**config.mk**
```make
export PLATFORM = sky130hd
export DESIGN_NAME = spec_throttle
export DESIGN_NICKNAME = d
export VERILOG_FILES = /design/src/rtl/sthr_pkg.sv /design/src/rtl/sthr_count.sv /design/src/rtl/sthr_limit.sv /design/src/rtl/sthr_recov.sv /design/src/rtl/spec_throttle.sv
export SDC_FILE = /design/constraint.sdc
export NUM_CORES = 1
export LEC_CHECK = 0
export BUFFER_PORTS_ARGS = -buffer_cell sky130_fd_sc_hd__buf_2
export CORE_MARGIN = 2
export CORE_UTILIZATION = 32
export DETAILED_ROUTE_END_ITERATION = 8
export PLACE_DENSITY_LB_ADDON = 0.15
export SLEW_MARGIN = 10
export SYNTH_ARGS = -nofsm -noshare
export SYNTH_HDL_FRONTEND = slang
export SYNTH_SLANG_ARGS = --single-unit
```
**constraint.sdc**
```tcl
create_clock -name clk -period 3.85 [get_ports clk]
set_input_delay 0.1925 -clock clk [delete_from_list [all_inputs] [get_ports clk]]
set_output_delay 0.1925 -clock clk [all_outputs]
set_load 0.05 [all_outputs]
```
**src/rtl/sthr_pkg.sv**
```systemverilog
package sthr_pkg;

  // Ceiling on unresolved branches for each performance state code.
  // Code 0 is the top state; its entry is unused because it has no ceiling.
  function automatic int unsigned level_limit(input int unsigned code);
    case (code)
      0:       return 0;
      1:       return 8;
      2:       return 4;
      3:       return 3;
      4:       return 2;
      default: return 1;
    endcase
  endfunction

  typedef enum logic {
    REC_DETECT = 1'b0,
    REC_COMMIT = 1'b1
  } rec_mode_e;

endpackage

```
**src/rtl/sthr_count.sv**
```systemverilog
module sthr_count #(
  parameter int WIDTH = 4,
  parameter int CNT_W = 6,
  localparam int CW = $clog2(WIDTH + 1)
) (
  input  logic             clk,
  input  logic             rst,
  input  logic             flush,
  input  logic [CW-1:0]    ren_cnt,
  input  logic [CW-1:0]    res_cnt,
  input  logic [CNT_W-1:0] squash_cnt,
  output logic [CNT_W-1:0] cnt_q
);
  localparam int EXT_W = CNT_W + 2;
  localparam logic [EXT_W-1:0] CNT_MAX = EXT_W'((1 << CNT_W) - 1);
  localparam logic [CW-1:0]    W_LIM   = CW'(WIDTH);

  logic [CW-1:0]    ren_c, res_c;
  logic [EXT_W-1:0] add_v, sub_v, diff_v;
  logic [CNT_W-1:0] cnt_nxt;

  // Clamp the per-cycle counts to the pipeline width.
  always_comb begin
    ren_c = (ren_cnt > W_LIM) ? W_LIM : ren_cnt;
    res_c = (res_cnt > W_LIM) ? W_LIM : res_cnt;
  end

  always_comb begin
    add_v  = EXT_W'(cnt_q) + EXT_W'(ren_c);
    sub_v  = EXT_W'(res_c) + EXT_W'(squash_cnt);
    diff_v = add_v - sub_v;
    if (sub_v >= add_v)
      cnt_nxt = '0;
    else if (diff_v > CNT_MAX)
      cnt_nxt = CNT_MAX[CNT_W-1:0];
    else
      cnt_nxt = diff_v[CNT_W-1:0];
  end

  always_ff @(posedge clk) begin
    if (rst || flush)
      cnt_q <= '0;
    else
      cnt_q <= cnt_nxt;
  end
endmodule

```
**src/rtl/sthr_limit.sv**
```systemverilog
module sthr_limit #(
  parameter int PS_W  = 3,
  parameter int CNT_W = 6
) (
  input  logic             clk,
  input  logic             rst,
  input  logic [PS_W-1:0]  pstate,
  output logic [CNT_W-1:0] lim_q,
  output logic             top_q
);
  localparam int NCODE = 1 << PS_W;

  logic [CNT_W-1:0] lim_tab [NCODE];

  for (genvar g = 0; g < NCODE; g++) begin : g_tab
    assign lim_tab[g] = CNT_W'(sthr_pkg::level_limit(g));
  end

  always_ff @(posedge clk) begin
    if (rst) begin
      top_q <= 1'b1;
      lim_q <= lim_tab[0];
    end else begin
      top_q <= (pstate == '0);
      lim_q <= lim_tab[pstate];
    end
  end
endmodule

```
**src/rtl/sthr_recov.sv**
```systemverilog
module sthr_recov #(
  parameter int PS_W = 3
) (
  input  logic            clk,
  input  logic            rst,
  input  logic [PS_W-1:0] pstate,
  input  logic            flush,
  input  logic            mispred_det,
  input  logic            recov_done,
  output logic            ckpt_en,
  output logic            commit_recov,
  output logic            hold_nxt
);
  sthr_pkg::rec_mode_e mode_q;
  logic                hold_q;

  // A misprediction hold exists only under commit-time recovery.
  always_comb begin
    if (flush || recov_done || mode_q == sthr_pkg::REC_DETECT)
      hold_nxt = 1'b0;
    else if (mispred_det)
      hold_nxt = 1'b1;
    else
      hold_nxt = hold_q;
  end

  always_ff @(posedge clk) begin
    if (rst) begin
      mode_q  <= sthr_pkg::REC_DETECT;
      ckpt_en <= 1'b1;
      hold_q  <= 1'b0;
    end else begin
      mode_q  <= (pstate == '0) ? sthr_pkg::REC_DETECT : sthr_pkg::REC_COMMIT;
      ckpt_en <= (pstate == '0);
      hold_q  <= hold_nxt;
    end
  end

  assign commit_recov = (mode_q == sthr_pkg::REC_COMMIT);
endmodule

```
**src/rtl/spec_throttle.sv**
```systemverilog
module spec_throttle #(
  parameter int WIDTH = 4,
  parameter int CNT_W = 6,
  parameter int PS_W  = 3,
  localparam int CW = $clog2(WIDTH + 1)
) (
  input  logic             clk,
  input  logic             rst,
  input  logic [CW-1:0]    ren_cnt,
  input  logic [CW-1:0]    res_cnt,
  input  logic [CNT_W-1:0] squash_cnt,
  input  logic             flush_all,
  input  logic             mispred_det,
  input  logic             recov_done,
  input  logic [PS_W-1:0]  pstate,
  output logic             rename_stall,
  output logic             ckpt_en,
  output logic             commit_recov
);
  logic [CNT_W-1:0] cnt_q;
  logic [CNT_W-1:0] lim_q;
  logic             top_q;
  logic             hold_nxt;
  logic             stall_q;

  sthr_count #(.WIDTH(WIDTH), .CNT_W(CNT_W)) count_i (
    .clk        (clk),
    .rst        (rst),
    .flush      (flush_all),
    .ren_cnt    (ren_cnt),
    .res_cnt    (res_cnt),
    .squash_cnt (squash_cnt),
    .cnt_q      (cnt_q)
  );

  sthr_limit #(.PS_W(PS_W), .CNT_W(CNT_W)) limit_i (
    .clk    (clk),
    .rst    (rst),
    .pstate (pstate),
    .lim_q  (lim_q),
    .top_q  (top_q)
  );

  sthr_recov #(.PS_W(PS_W)) recov_i (
    .clk          (clk),
    .rst          (rst),
    .pstate       (pstate),
    .flush        (flush_all),
    .mispred_det  (mispred_det),
    .recov_done   (recov_done),
    .ckpt_en      (ckpt_en),
    .commit_recov (commit_recov),
    .hold_nxt     (hold_nxt)
  );

  always_ff @(posedge clk) begin
    if (rst || flush_all)
      stall_q <= 1'b0;
    else
      stall_q <= !top_q && ((cnt_q >= lim_q) || hold_nxt);
  end

  assign rename_stall = stall_q;
endmodule

```
==> impl_metrics.csv <==
group,metric,value,unit
sta,hold-worst-slack,0.1125,ns
setup_path,cp-start-kind,"register",
setup_path,criticalPathCategory,"reg -> reg",
final_layout,final_cell_area,0.001333,mm2
setup_path,cp_num_buf_inv,1,
synthesis,syn_nets,172,
setup_path,critPathCaptureType,"register",
sta,clock_skew,0.005890,ns
synthesis,synth_top_area_share,0.2472,
synthesis,netlist_instances,132,
grt,grt_usage,0.1204,
routing,drtAntennaViolNets,0,
setup_path,cp.required,4.06,ns
setup_path,critPathMaxFanout,6,
sta,setup_tns,0,ns
clock_network,clockBufferDepth,2,
routing,wire_per_inst,10.80,um
grt,grt_antenna_before_repair,0,
routing,drt-initial-drc-count,19,
sta,maxSlewViolCount,0,
grt,grt_pass1_wl,3946,um
floorplan,rows,21,
clock_network,cts_tree,"done",
clock_network,clk_latency,0.27,ns
synthesis,netlist_area,0.001134,mm2
clock_network,cts_sinks,14,
floorplan,die_h,63.52,um
grt,grt_pass1_vias,958,
sta,hold_viol,0,
sta,clock.fmax,329.4,MHz
setup_path,path_cells,"ha_1 > inv_1 > fa_1 > nor2b_1 > o21ai_0 > xnor2_1 > ha_1 > nand3_2 > o221ai_2 > a21oi_1 > or4_1 > a31oi_1",
clock_network,cts_resized,0,
final_layout,antennaDiodeCount,0,
synthesis,synth_area_leaders,"dfxtp_1, ha_1, a21oi_1",
placement,hpwl,1905,um
synthesis,synth_common_cells,"inv_1, ha_1, a21oi_1, dfxtp_1, nor2_1",
floorplan,start_util,0.3371,
setup_path,cp_top_family,"adder cells",
sta,worstMarginPinSlew,0.4542,ns
floorplan,die_area,0.004035,mm2
synthesis,synth-edff-count,0,
synthesis,synth_top_area_cell,"dfxtp_1",
synthesis,syn_area_per_cell,8.588,um2
clock_network,clock-root-buffer,"clkbuf_4",
clock_network,clk_pin_slew,0.08,ns
grt,overflow,0,
setup_path,critPathMostFrequentCell,"ha_1",
placement,gp_congestion,0.8730,
placement,port_buffers,22,
floorplan,die_w,63.52,um
power_and_ir_drop,leakage,0.6152,nW
final_layout,fin_cells,203,
power_and_ir_drop,ir_worst_vdd,0.0002220,V
synthesis,synth_async_sr_flop_share,0,
placement,dp_cells,199,
sta,finalSetupViolCount,0,
flow_run,drv_cap,0,
clock_network,htreeDepth,1,
synthesis,synth-seq-area-share,0.2472,
routing,drc_errors,0,
routing,dr.pass1.iters,4,
sta,layout_min_cycle_time,3.036,ns
routing,vias,968,
worst_hold_path,holdCritPathClass,"in -> reg",
grt,grt_max_degree,9,
sta,post-route-period-util,0.7886,
floorplan,core-area,0.003363,mm2
synthesis,ys_ff_latch,14,
routing,viasPerCell,4.768,
setup_path,slowest_delay,0.51,ns
floorplan,io_pins,23,
clock_network,post-cts-setup-buffers,0,
synthesis,synth.most_common_cell,"inv_1",
clock_network,cts_buffers,3,
synthesis,yosys_warnings,0,
final_layout,syn2layout_area_growth,17.55,%
final_layout,drive_above_1_share,0.1847,
sta,grt_setup_unrepaired,"false",
placement,dpl_cell_area,0.001296,mm2
status,status,"completed",
setup_path,crit_arrival,3.24,ns
synthesis,synth_ff_type,"dfxtp_1",
clock_network,cts-hold-fix-buffers,0,
power_and_ir_drop,p_per_area,293.0,mW/mm2
routing,wl,2193,um
final_layout,nNetsFinal,198,
setup_path,crit_slowest_cell,"or4_1",
sta,relSlewSlack,0.6967,
synthesis,synth_cell_types,30,
[power breakdown]
part	total (W)	internal (W)	switching [W]	leakage, nW
clock network	0.000102	0.0000575	0.0000445	0.0210
registers	0.000154	0.000151	0.00000321	0.114
logic	0.000135	0.0000567	0.0000780	0.480
total	0.000390	0.000265	0.000126	0.615
[worst paths after layout]
kind / startpoint / end / slack, ns / cells after the start
setup / recovery: count_i.cnt_q[0] / count_i.cnt_q[5] / 0.81 / 12
hold / removal: flush_all / recov_i.hold_q / 0.11 / 2
setup reg to reg: count_i.cnt_q[0] / count_i.cnt_q[5] / 0.81 / 12
hold reg to reg: recov_i.ckpt_en / rename_stall / 0.44 / 1
[layout make-up]
cell class              count  area [um2]
clock buffers               4       36.28
flip-flops and latches     14       280.3
fillers                   375        2031
inverters                  20       75.07
repair buffers             22       110.1
multi-input cells          97       773.2
well taps                  46       57.56
[per-layer routing]
metal	wire [um]	track usage	share of wire
met1	1058	0.1530	0.48
met5	0	0	0
met2	1014	0.2066	0.46
met4	14	0.01630	0.0064
met3	105	0.03393	0.048
[cell families (layout without fill, tap and decap cells)]
| group | count (synthesis) | after routing | synth area share |
|---|---|---|---|
| DFF | 14 | 14 | 0.2472 |
| adders and majority gates | 20 | 20 | 0.2406 |
| buffers and inverters | 21 | 46 | 0.07063 |
| and+or+nand+nor | 32 | 32 | 0.1578 |
| AOI/OAI and AO/OA | 34 | 34 | 0.1987 |
| xor gates and xnor gates | 11 | 11 | 0.08499 |
[metrics by stage]
| step | power, W | util | setup WS, ns |
|---|---|---|---|
| after floorplan | 0.0002560 | - | 1.089 |
| after global placement | 0.0002913 | 0.3854 | 0.8275 |
| after detailed placement | 0.0002924 | 0.3854 | 0.7697 |
| after CTS | 0.0003952 | 0.3962 | 0.8345 |
| after global routing | 0.0004194 | 0.3962 | 0.5794 |
| final | 0.0003904 | 0.3962 | 0.8138 |
[state kept, by name, summed over array words and instances, names as in the netlist]
signal,flops
count_i.cnt_q,6
limit_i.lim_q,4
recov_i.ckpt_en,1
recov_i.commit_recov,1
recov_i.hold_q,1
rename_stall,1
[layout by cell type, fill, tap and decap left out, types with 5 or more instances in the layout]
cell	count
a21oi_1	15
buf_2	22
dfxtp_1	14
ha_1	17
inv_1	20
nor2_1	8
nor2b_1	6
o21ai_0	6
xnor2_1	6
xor2_1	5
Power figures use the tool's default switching activity.
